$ cat config.mk
export PLATFORM = sky130hd
export DESIGN_NAME = gpio_pinbridge_regs
export DESIGN_NICKNAME = d
export VERILOG_FILES = /design/src/rtl/gpio_bridge_pkg.sv /design/src/rtl/gpio_word_store.sv /design/src/rtl/gpio_read_merge.sv /design/src/rtl/gpio_strobe_decode.sv /design/src/rtl/gpio_pinbridge_regs.sv
export SDC_FILE = /design/constraint.sdc
export NUM_CORES = 2
export LEC_CHECK = 0
export BUFFER_PORTS_ARGS = -buffer_cell sky130_fd_sc_hd__buf_2
export CAP_MARGIN = 40
export CORE_ASPECT_RATIO = 0.6
export CORE_MARGIN = 2
export CORE_UTILIZATION = 58
export DETAILED_ROUTE_END_ITERATION = 10
export GPL_TIMING_DRIVEN = 1
export PLACE_DENSITY = 0.76
export SLEW_MARGIN = 20
export SYNTH_ARGS = -nofsm -noshare
export SYNTH_HDL_FRONTEND = slang
export SYNTH_HIERARCHICAL = 1
export SYNTH_SLANG_ARGS = --single-unit
export TNS_END_PERCENT = 5
$ cat constraint.sdc
create_clock -name clk -period 3 [get_ports clk]
set_input_delay 0.45 -clock clk [delete_from_list [all_inputs] [get_ports clk]]
set_output_delay 0.45 -clock clk [all_outputs]
set_load 0.005 [all_outputs]
$ cat src/rtl/gpio_bridge_pkg.sv
package gpio_bridge_pkg;
   // Word indices whose behaviour differs from plain storage
   localparam int unsigned PA_DRV_IDX = 0;
   localparam int unsigned PA_SMP_IDX = 1;
   localparam int unsigned PA_DIR_IDX = 2;
   localparam int unsigned PD_DRV_IDX = 16;
   localparam int unsigned PD_SMP_IDX = 17;
   localparam int unsigned PD_DIR_IDX = 18;

   typedef struct packed {
      logic ale;
      logic cle;
      logic ce;
   } flash_ctl_t;

   typedef struct packed {
      logic evt;
      logic lvl;
      logic din;
   } clk_edge_t;
endpackage

$ cat src/rtl/gpio_word_store.sv
module gpio_word_store #(
   parameter int unsigned DATA_W    = 32,
   parameter int unsigned NUM_WORDS = 23,
   parameter int unsigned IDX_W     = 5
) (
   input  logic                               clk,
   input  logic                               rst_n,
   input  logic                               wr_en,
   input  logic [IDX_W-1:0]                   wr_idx,
   input  logic [DATA_W-1:0]                  wr_data,
   output logic [NUM_WORDS-1:0][DATA_W-1:0]   words
);
   for (genvar g = 0; g < NUM_WORDS; g++) begin : g_word
      always_ff @(posedge clk) begin
         if (!rst_n)
            words[g] <= '0;
         else if (wr_en && (wr_idx == IDX_W'(g)))
            words[g] <= wr_data;
      end
   end
endmodule

$ cat src/rtl/gpio_read_merge.sv
module gpio_read_merge
   import gpio_bridge_pkg::*;
#(
   parameter int unsigned DATA_W    = 32,
   parameter int unsigned NUM_WORDS = 23,
   parameter int unsigned IDX_W     = 5,
   parameter int unsigned RDY_BIT   = 7,
   parameter int unsigned SO_BIT    = 4
) (
   input  logic                             clk,
   input  logic                             rst_n,
   input  logic                             rd_en,
   input  logic [IDX_W-1:0]                 rd_idx,
   input  logic [NUM_WORDS-1:0][DATA_W-1:0] words,
   input  logic                             nand_rdy_i,
   input  logic                             sens_so_i,
   output logic                             rsp_valid,
   output logic [DATA_W-1:0]                rsp_rdata
);
   logic [DATA_W-1:0] stored_sel;
   logic [DATA_W-1:0] merged;
   logic [DATA_W-1:0] rdy_vec;
   logic [DATA_W-1:0] so_vec;

   assign rdy_vec = DATA_W'(nand_rdy_i) << RDY_BIT;
   assign so_vec  = DATA_W'(sens_so_i) << SO_BIT;

   // Plain word select; indices beyond the window leave it at zero
   always_comb begin
      stored_sel = '0;
      for (int unsigned i = 0; i < NUM_WORDS; i++)
         if (rd_idx == IDX_W'(i)) stored_sel = words[i];
   end

   always_comb begin
      if (rd_idx == IDX_W'(PA_SMP_IDX))
         merged = (words[PA_DRV_IDX] & words[PA_DIR_IDX]) | rdy_vec;
      else if (rd_idx == IDX_W'(PD_SMP_IDX))
         merged = (words[PD_DRV_IDX] & words[PD_DIR_IDX]) | so_vec;
      else
         merged = stored_sel;
   end

   always_ff @(posedge clk) begin
      if (!rst_n) begin
         rsp_valid <= 1'b0;
         rsp_rdata <= '0;
      end else begin
         rsp_valid <= rd_en;
         if (rd_en) rsp_rdata <= merged;
      end
   end

   // a response always follows a read and only a read
   p_rsp_follows_read_r2: assert property (@(posedge clk) disable iff (!rst_n)
      rd_en |=> rsp_valid);
   p_rsp_needs_read_r2: assert property (@(posedge clk) disable iff (!rst_n)
      !rd_en |=> !rsp_valid);
   // out-of-window reads yield zero
   p_oob_zero_r10: assert property (@(posedge clk) disable iff (!rst_n)
      (rd_en && (int'(rd_idx) >= int'(NUM_WORDS))) |=> (rsp_rdata == '0));
endmodule

$ cat src/rtl/gpio_strobe_decode.sv
module gpio_strobe_decode
   import gpio_bridge_pkg::*;
#(
   parameter int unsigned DATA_W    = 32,
   parameter int unsigned NUM_WORDS = 23,
   parameter int unsigned IDX_W     = 5,
   parameter int unsigned BE_W      = 4,
   parameter int unsigned SCLK_BIT  = 1,
   parameter int unsigned SDAT_BIT  = 4
) (
   input  logic              clk,
   input  logic              rst_n,
   input  logic              acc_valid,
   input  logic              acc_write,
   input  logic [BE_W-1:0]   acc_be,
   input  logic [IDX_W-1:0]  acc_idx,
   input  logic [DATA_W-1:0] acc_wdata,
   input  logic              sclk_now,
   output logic              wr_en,
   output clk_edge_t         edge_o,
   output logic              bus_err
);
   logic be_full;
   logic in_window;
   logic toggles;

   assign be_full   = &acc_be;
   assign in_window = int'(acc_idx) < int'(NUM_WORDS);
   assign wr_en     = acc_valid && acc_write && be_full && in_window;
   assign toggles   = wr_en && (acc_idx == IDX_W'(PD_DRV_IDX))
                      && (acc_wdata[SCLK_BIT] != sclk_now);

   always_ff @(posedge clk) begin
      if (!rst_n) begin
         edge_o  <= '0;
         bus_err <= 1'b0;
      end else begin
         bus_err    <= acc_valid && acc_write && !be_full;
         edge_o.evt <= toggles;
         if (toggles) begin
            edge_o.lvl <= acc_wdata[SCLK_BIT];
            edge_o.din <= acc_wdata[SDAT_BIT];
         end
      end
   end

   // partial writes flag an error in the next cycle, full writes never do
   p_err_partial_r9: assert property (@(posedge clk) disable iff (!rst_n)
      (acc_valid && acc_write && !be_full) |=> bus_err);
   p_err_quiet_r9: assert property (@(posedge clk) disable iff (!rst_n)
      !(acc_valid && acc_write && !be_full) |=> !bus_err);
   // an edge event needs a full write to port D's driven word
   p_evt_cause_r8: assert property (@(posedge clk) disable iff (!rst_n)
      edge_o.evt |-> $past(acc_valid && acc_write && be_full
                           && acc_idx == IDX_W'(PD_DRV_IDX)));
   // the event reports a level that differs from the one before the write
   p_evt_level_r8: assert property (@(posedge clk) disable iff (!rst_n)
      edge_o.evt |-> (edge_o.lvl != $past(sclk_now)));
endmodule

$ cat src/rtl/gpio_pinbridge_regs.sv
module gpio_pinbridge_regs
   import gpio_bridge_pkg::*;
#(
   parameter int unsigned DATA_W       = 32,
   parameter int unsigned ADDR_W       = 7,
   parameter int unsigned WINDOW_BYTES = 92,
   parameter int unsigned RDY_BIT      = 7,
   parameter int unsigned SO_BIT       = 4,
   parameter int unsigned ALE_BIT      = 6,
   parameter int unsigned CLE_BIT      = 5,
   parameter int unsigned CE_BIT       = 4,
   parameter int unsigned SCLK_BIT     = 1,
   parameter int unsigned SDAT_BIT     = 4
) (
   input  logic                clk,
   input  logic                rst_n,
   input  logic                req_valid,
   input  logic                req_write,
   input  logic [ADDR_W-1:0]   req_addr,
   input  logic [DATA_W/8-1:0] req_be,
   input  logic [DATA_W-1:0]   req_wdata,
   output logic                rsp_valid,
   output logic [DATA_W-1:0]   rsp_rdata,
   output logic                bus_err,
   input  logic                nand_rdy_i,
   input  logic                sens_so_i,
   output logic                nand_ale_o,
   output logic                nand_cle_o,
   output logic                nand_ce_o,
   output logic                sclk_evt_o,
   output logic                sclk_lvl_o,
   output logic                sclk_din_o
);
   localparam int unsigned BE_W      = DATA_W / 8;
   localparam int unsigned WORD_B    = DATA_W / 8;
   localparam int unsigned NUM_WORDS = WINDOW_BYTES / WORD_B;
   localparam int unsigned IDX_W     = ADDR_W - 2;

   if (DATA_W != 32) begin : g_bad_width
      $error("bridge expects 32-bit words");
   end
   if (WINDOW_BYTES % WORD_B != 0) begin : g_bad_window
      $error("window must be a whole number of words");
   end
   if (NUM_WORDS > (1 << IDX_W) || NUM_WORDS <= PD_DIR_IDX) begin : g_bad_span
      $error("window does not fit the address or misses port D");
   end
   if (RDY_BIT >= DATA_W || SO_BIT >= DATA_W || ALE_BIT >= DATA_W ||
       CLE_BIT >= DATA_W || CE_BIT >= DATA_W || SCLK_BIT >= DATA_W ||
       SDAT_BIT >= DATA_W) begin : g_bad_bit
      $error("pin bit position outside the word");
   end

   logic [IDX_W-1:0]                 acc_idx;
   logic                             unused_addr_lsb;
   logic                             wr_en;
   logic [NUM_WORDS-1:0][DATA_W-1:0] words;
   clk_edge_t                        edge_q;
   flash_ctl_t                       flash_ctl;

   assign acc_idx         = req_addr[ADDR_W-1:2];
   assign unused_addr_lsb = ^req_addr[1:0];

   gpio_strobe_decode #(
      .DATA_W(DATA_W), .NUM_WORDS(NUM_WORDS), .IDX_W(IDX_W), .BE_W(BE_W),
      .SCLK_BIT(SCLK_BIT), .SDAT_BIT(SDAT_BIT)
   ) decode_i (
      .clk(clk), .rst_n(rst_n),
      .acc_valid(req_valid), .acc_write(req_write), .acc_be(req_be),
      .acc_idx(acc_idx), .acc_wdata(req_wdata),
      .sclk_now(words[PD_DRV_IDX][SCLK_BIT]),
      .wr_en(wr_en), .edge_o(edge_q), .bus_err(bus_err)
   );

   gpio_word_store #(
      .DATA_W(DATA_W), .NUM_WORDS(NUM_WORDS), .IDX_W(IDX_W)
   ) store_i (
      .clk(clk), .rst_n(rst_n), .wr_en(wr_en), .wr_idx(acc_idx),
      .wr_data(req_wdata), .words(words)
   );

   gpio_read_merge #(
      .DATA_W(DATA_W), .NUM_WORDS(NUM_WORDS), .IDX_W(IDX_W),
      .RDY_BIT(RDY_BIT), .SO_BIT(SO_BIT)
   ) merge_i (
      .clk(clk), .rst_n(rst_n), .rd_en(req_valid && !req_write),
      .rd_idx(acc_idx), .words(words), .nand_rdy_i(nand_rdy_i),
      .sens_so_i(sens_so_i), .rsp_valid(rsp_valid), .rsp_rdata(rsp_rdata)
   );

   // Flash strobes follow the stored driven word of port A
   assign flash_ctl.ale = words[PA_DRV_IDX][ALE_BIT];
   assign flash_ctl.cle = words[PA_DRV_IDX][CLE_BIT];
   assign flash_ctl.ce  = words[PA_DRV_IDX][CE_BIT];
   assign nand_ale_o    = flash_ctl.ale;
   assign nand_cle_o    = flash_ctl.cle;
   assign nand_ce_o     = flash_ctl.ce;

   assign sclk_evt_o = edge_q.evt;
   assign sclk_lvl_o = edge_q.lvl;
   assign sclk_din_o = edge_q.din;

   // strobes hold whenever no write is presented
   p_strobe_hold_r7: assert property (@(posedge clk) disable iff (!rst_n)
      !(req_valid && req_write) |=> $stable({nand_ale_o, nand_cle_o, nand_ce_o}));
   // a partial write never moves the strobes
   p_partial_no_strobe_r9: assert property (@(posedge clk) disable iff (!rst_n)
      (req_valid && req_write && !(&req_be)) |=>
         $stable({nand_ale_o, nand_cle_o, nand_ce_o}));
endmodule

# Word-level counts from Yosys, hierarchy flattened
# Index checks and enable logic that the tools add are counted.
# word_totals
regBits	709
in_bits	49
output_inout_bits	40
word_cells	109
# classes
order_cmp	1
eq_ne	23
muxes	23
n_bitwise	4
n_reduce_logical	31
# op_table
operator	n
$mux 32	23
$and 32x32->32	2
$eq 5x4->1 const B	8
$eq 5x5->1 const B	7
$or 32x5->32	1
$or 32x8->32	1
$logic_and 1x1->1	27
$eq 5x3->1 const B	4
$eq 5x2->1 const B	2
$eq 5x1->1 const B	1
$logic_not 5->1	1
$lt 5x5->1 const B	1
$reduce_and 4->1	1
$logic_not 1->1	2
$ne 1x1->1	1

# Depth between registers and ports, before layout
# logic_depth
depth_word	24
depth_mapped	11
depth_no_buf	6

# By module
# The synthesis kept the hierarchy.
# by_module_without_submodules
module	instances	cells_each	area_each_um2	seq_area_each_um2
gpio_word_store	1	2499	26221.4	14734.1
gpio_read_merge	1	1330	8579.5	660.6
gpio_strobe_decode	1	19	191.4	80.1
gpio_pinbridge_regs	1	1	13.8	0.0

# Worst setup path before layout
# No wires, ideal clock.
# synth_timing
path_kind	input to register
startpoint	input port req_addr[4]
endpoint	register merge_i.rsp_rdata[29]
setup_ns	0.125
arrival_ns	2.191
t_required_ns	2.875
path_slack_ns	0.684
cell_stages	10
n_path_buf	4
path_cell_list	buf_4 buf_6 buf_4 clkbuf_1 mux2i_1 nor3_1 a2111oi_0 a21oi_1 o31ai_1 a21oi_1
# synth_via
elab_chain_cells	24
word_cells_on_any_way	46
cone_classes	eq/ne (22); mux (23); reduce/logical (1)
# synth_rtl
item	line	rtl
start: declaration	gpio_pinbridge_regs.sv:19	input logic [ADDR_W-1:0] req_addr,
$logic_not 5->1	gpio_read_merge.sv:32	if (rd_idx == IDX_W'(i)) stored_sel = words[i];
$mux 32 (21 in series)	gpio_read_merge.sv:32	
$mux 32	gpio_read_merge.sv:38	else if (rd_idx == IDX_W'(PD_SMP_IDX))
$mux 32 *	gpio_read_merge.sv:36	if (rd_idx == IDX_W'(PA_SMP_IDX))
end signal: assignment	gpio_read_merge.sv:50	if (rd_en) rsp_rdata <= merged;
end: declaration	gpio_read_merge.sv:18	output logic [DATA_W-1:0] rsp_rdata
# Every way passes the cells marked *; elsewhere a longest branch is shown, timed or not.
# A chain may end at the register's enable or synchronous reset.

# Worst setup path after layout
# layout_timing
startpoint	input port req_addr[5]
endpoint	register merge_i.rsp_rdata[29]
# Same word-level chain as after synthesis.

==> out/results.ini <==
[drt]
dr.first_iter.drc_count=5694
totalWireLength_mm=131
wl_per_cell_um=28.7
firstDrtPassIters=7
viasPerCell=6.76
ant_nets=0
via_count=30915
drc=0

[critical_path]
rr_startpoint=store_i/words[29]$_SDFFE_PN0P_
start_kind=primary input
worstSetupPathType=primary input to flop
reg2reg_depth=7
crit_required_ns=3.49
reg2reg_slack_ns=0.76
critPathArrivalTime_ns=3.22
cp_max_fo=10
setup.worst_path.start=req_addr[5]
end_kind=flop

[finish]
post-route-cell-area_um2=38200
drive_gt1_frac=0.159
syn_to_final_growth_pct=16.6
final_nets=3812

[clock_tree]
clock_tree.root_cell=clkbuf_16
post-cts-setup-buffers=0
cts_buffer_depth=3
numCtsBuffers=67
clk_pin_slew_ns=0.06
cts_tree=done
holdBufCountCts=0
cts.sinks=709
clock_latency_ns=0.62
cts_max_level=3
post_cts_resized=0

[place]
place_area_um2=35900
dp_hpwl_mm=89.2
post-place-ws_ns=-0.0137
port_buffers=86
gp_congestion=1.02

[status]
status=completed

[sta]
finalSetupViolCount=0
fin_crit_sh=0.910
finalHoldViolCount=0
max_freq_mhz=366
fin_ws_ns=0.269
fin_crit_ns=2.73
finalMaxSlewViolations=0
rsz0062_at_grt=no
fin_worst_skew_ns=0.0244
worst_pin_slew_ns=1.08
relSlewSlack=0.277

[global_routing]
grt_pass1_wl_mm=190
grtUsageTotal=0.432
gr-total-overflow=0
grt_pass1_vias=28253
antenna_found_initial=12
grt_max_degree=207

[die]
die_area_um2=58500
placeableCoreArea_um2=55800
pin_count=89
initial_utilization=0.587
rows=67
fp.dieW_um=311
die_y_um=188

[synthesis]
synthCells=3646
ys_warn_count=6
avgSynthCellArea_um2=8.99
synth_area_um2=32800
syn_nets=3695

[flow_run]
maxCapViolations=0

[min_path]
hold_start=req_wdata[4]
worstHoldPathType=primary input to flop
hold_path_depth=3

[power]
vdd_drop_max_mv=0.444
p_leak_nw=15.9
powerDensity_nw_per_um2=535

## power by group
part | internal, mW | switching, mW | leakage (nW)
logic | 0.572 | 1.31 | 9.00
registers | 9.45 | 0.0343 | 5.71
clock network | 5.30 | 3.81 | 1.14
## path summary, 6_finish.rpt
path                                                           end
worst max-delay path            merge_i/rsp_rdata[29]$_SDFFE_PN0P_
worst min-delay path               decode_i/edge_o[0]$_SDFFE_PN0P_
worst min register to register     decode_i/edge_o[1]$_SDFFE_PN0P_
worst max register to register  merge_i/rsp_rdata[29]$_SDFFE_PN0P_
## per-stage QoR
| step | utilization | power, mW | setup TNS (ns) | std cells | hold WS [ns] |
|---|---|---|---|---|---|
| after global routing | 0.685 | 20.9 | 0 | 4569 | 0.131 |
| final | 0.685 | 20.5 | 0 | 4573 | 0.108 |
| after global placement | 0.637 | 11.4 | 0 | 4429 | 0.438 |
| after detailed placement | 0.642 | 11.4 | -0.0137 | 4450 | 0.444 |
| after floorplan | - | 10.6 | 0 | 3646 | 0.430 |
| after CTS | 0.684 | 20.3 | 0 | 4566 | 0.0940 |
## sequential cells by signal, indices dropped and copies added, names as in the netlist
| register | flops |
|---|---|
| store_i/words | 672 |
| merge_i/rsp_rdata | 32 |
| decode_i/bus_err | 1 |
| merge_i/rsp_valid | 1 |
| decode_i/edge_o | 3 |
## critical path, cell delays in order
cell	delay (ns)
buf_2	0.42
or3b_2	0.42
buf_4	0.26
nor2_1	0.05
a2111oi_0	0.67
a21oi_1	0.36
o31ai_1	0.35
buf_4	0.17
a21oi_1	0.06
## area by class of cell
| cell class | count | area, µm² |
|---|---|---|
| Inverter | 11 | 41.3 |
| Timing Repair Buffer | 406 | 3680 |
| Fill cell | 4361 | 17600 |
| Clock inverter | 14 | 205 |
| Tap cell | 759 | 950 |
| Multi-Input combinational cell | 2568 | 17000 |
| Antenna cell | 4 | 10.0 |
| Sequential cell | 709 | 14200 |
| Clock buffer | 102 | 2120 |
## metal layers
layer | up-vias | global-route usage | part of all wire
met2 | 2597 | 0.544 | 0.37
met5 | - | 0 | 0.0011
li1 | 13123 | - | -
met3 | 380 | 0.248 | 0.20
met4 | 14 | 0.126 | 0.032
met1 | 14801 | 0.608 | 0.40
## placed cells by master, fill, tap and decap left out, drive strengths merged, types with 15 or more instances in the layout
cell type,n
o21ai,142
a22oi,36
dfxtp,709
a211oi,17
nand2b,17
nor3,42
o31ai,18
mux2,18
mux2i,710
a221oi,15
clkbuf,102
o221ai,27
o211ai,17
buf,406
o22ai,83
a32oi,20
or3,16
nor2b,25
a21oi,128
nand3,65
a31oi,33
nor2,128
nand2,800
Power figures use the tool's default switching activity.
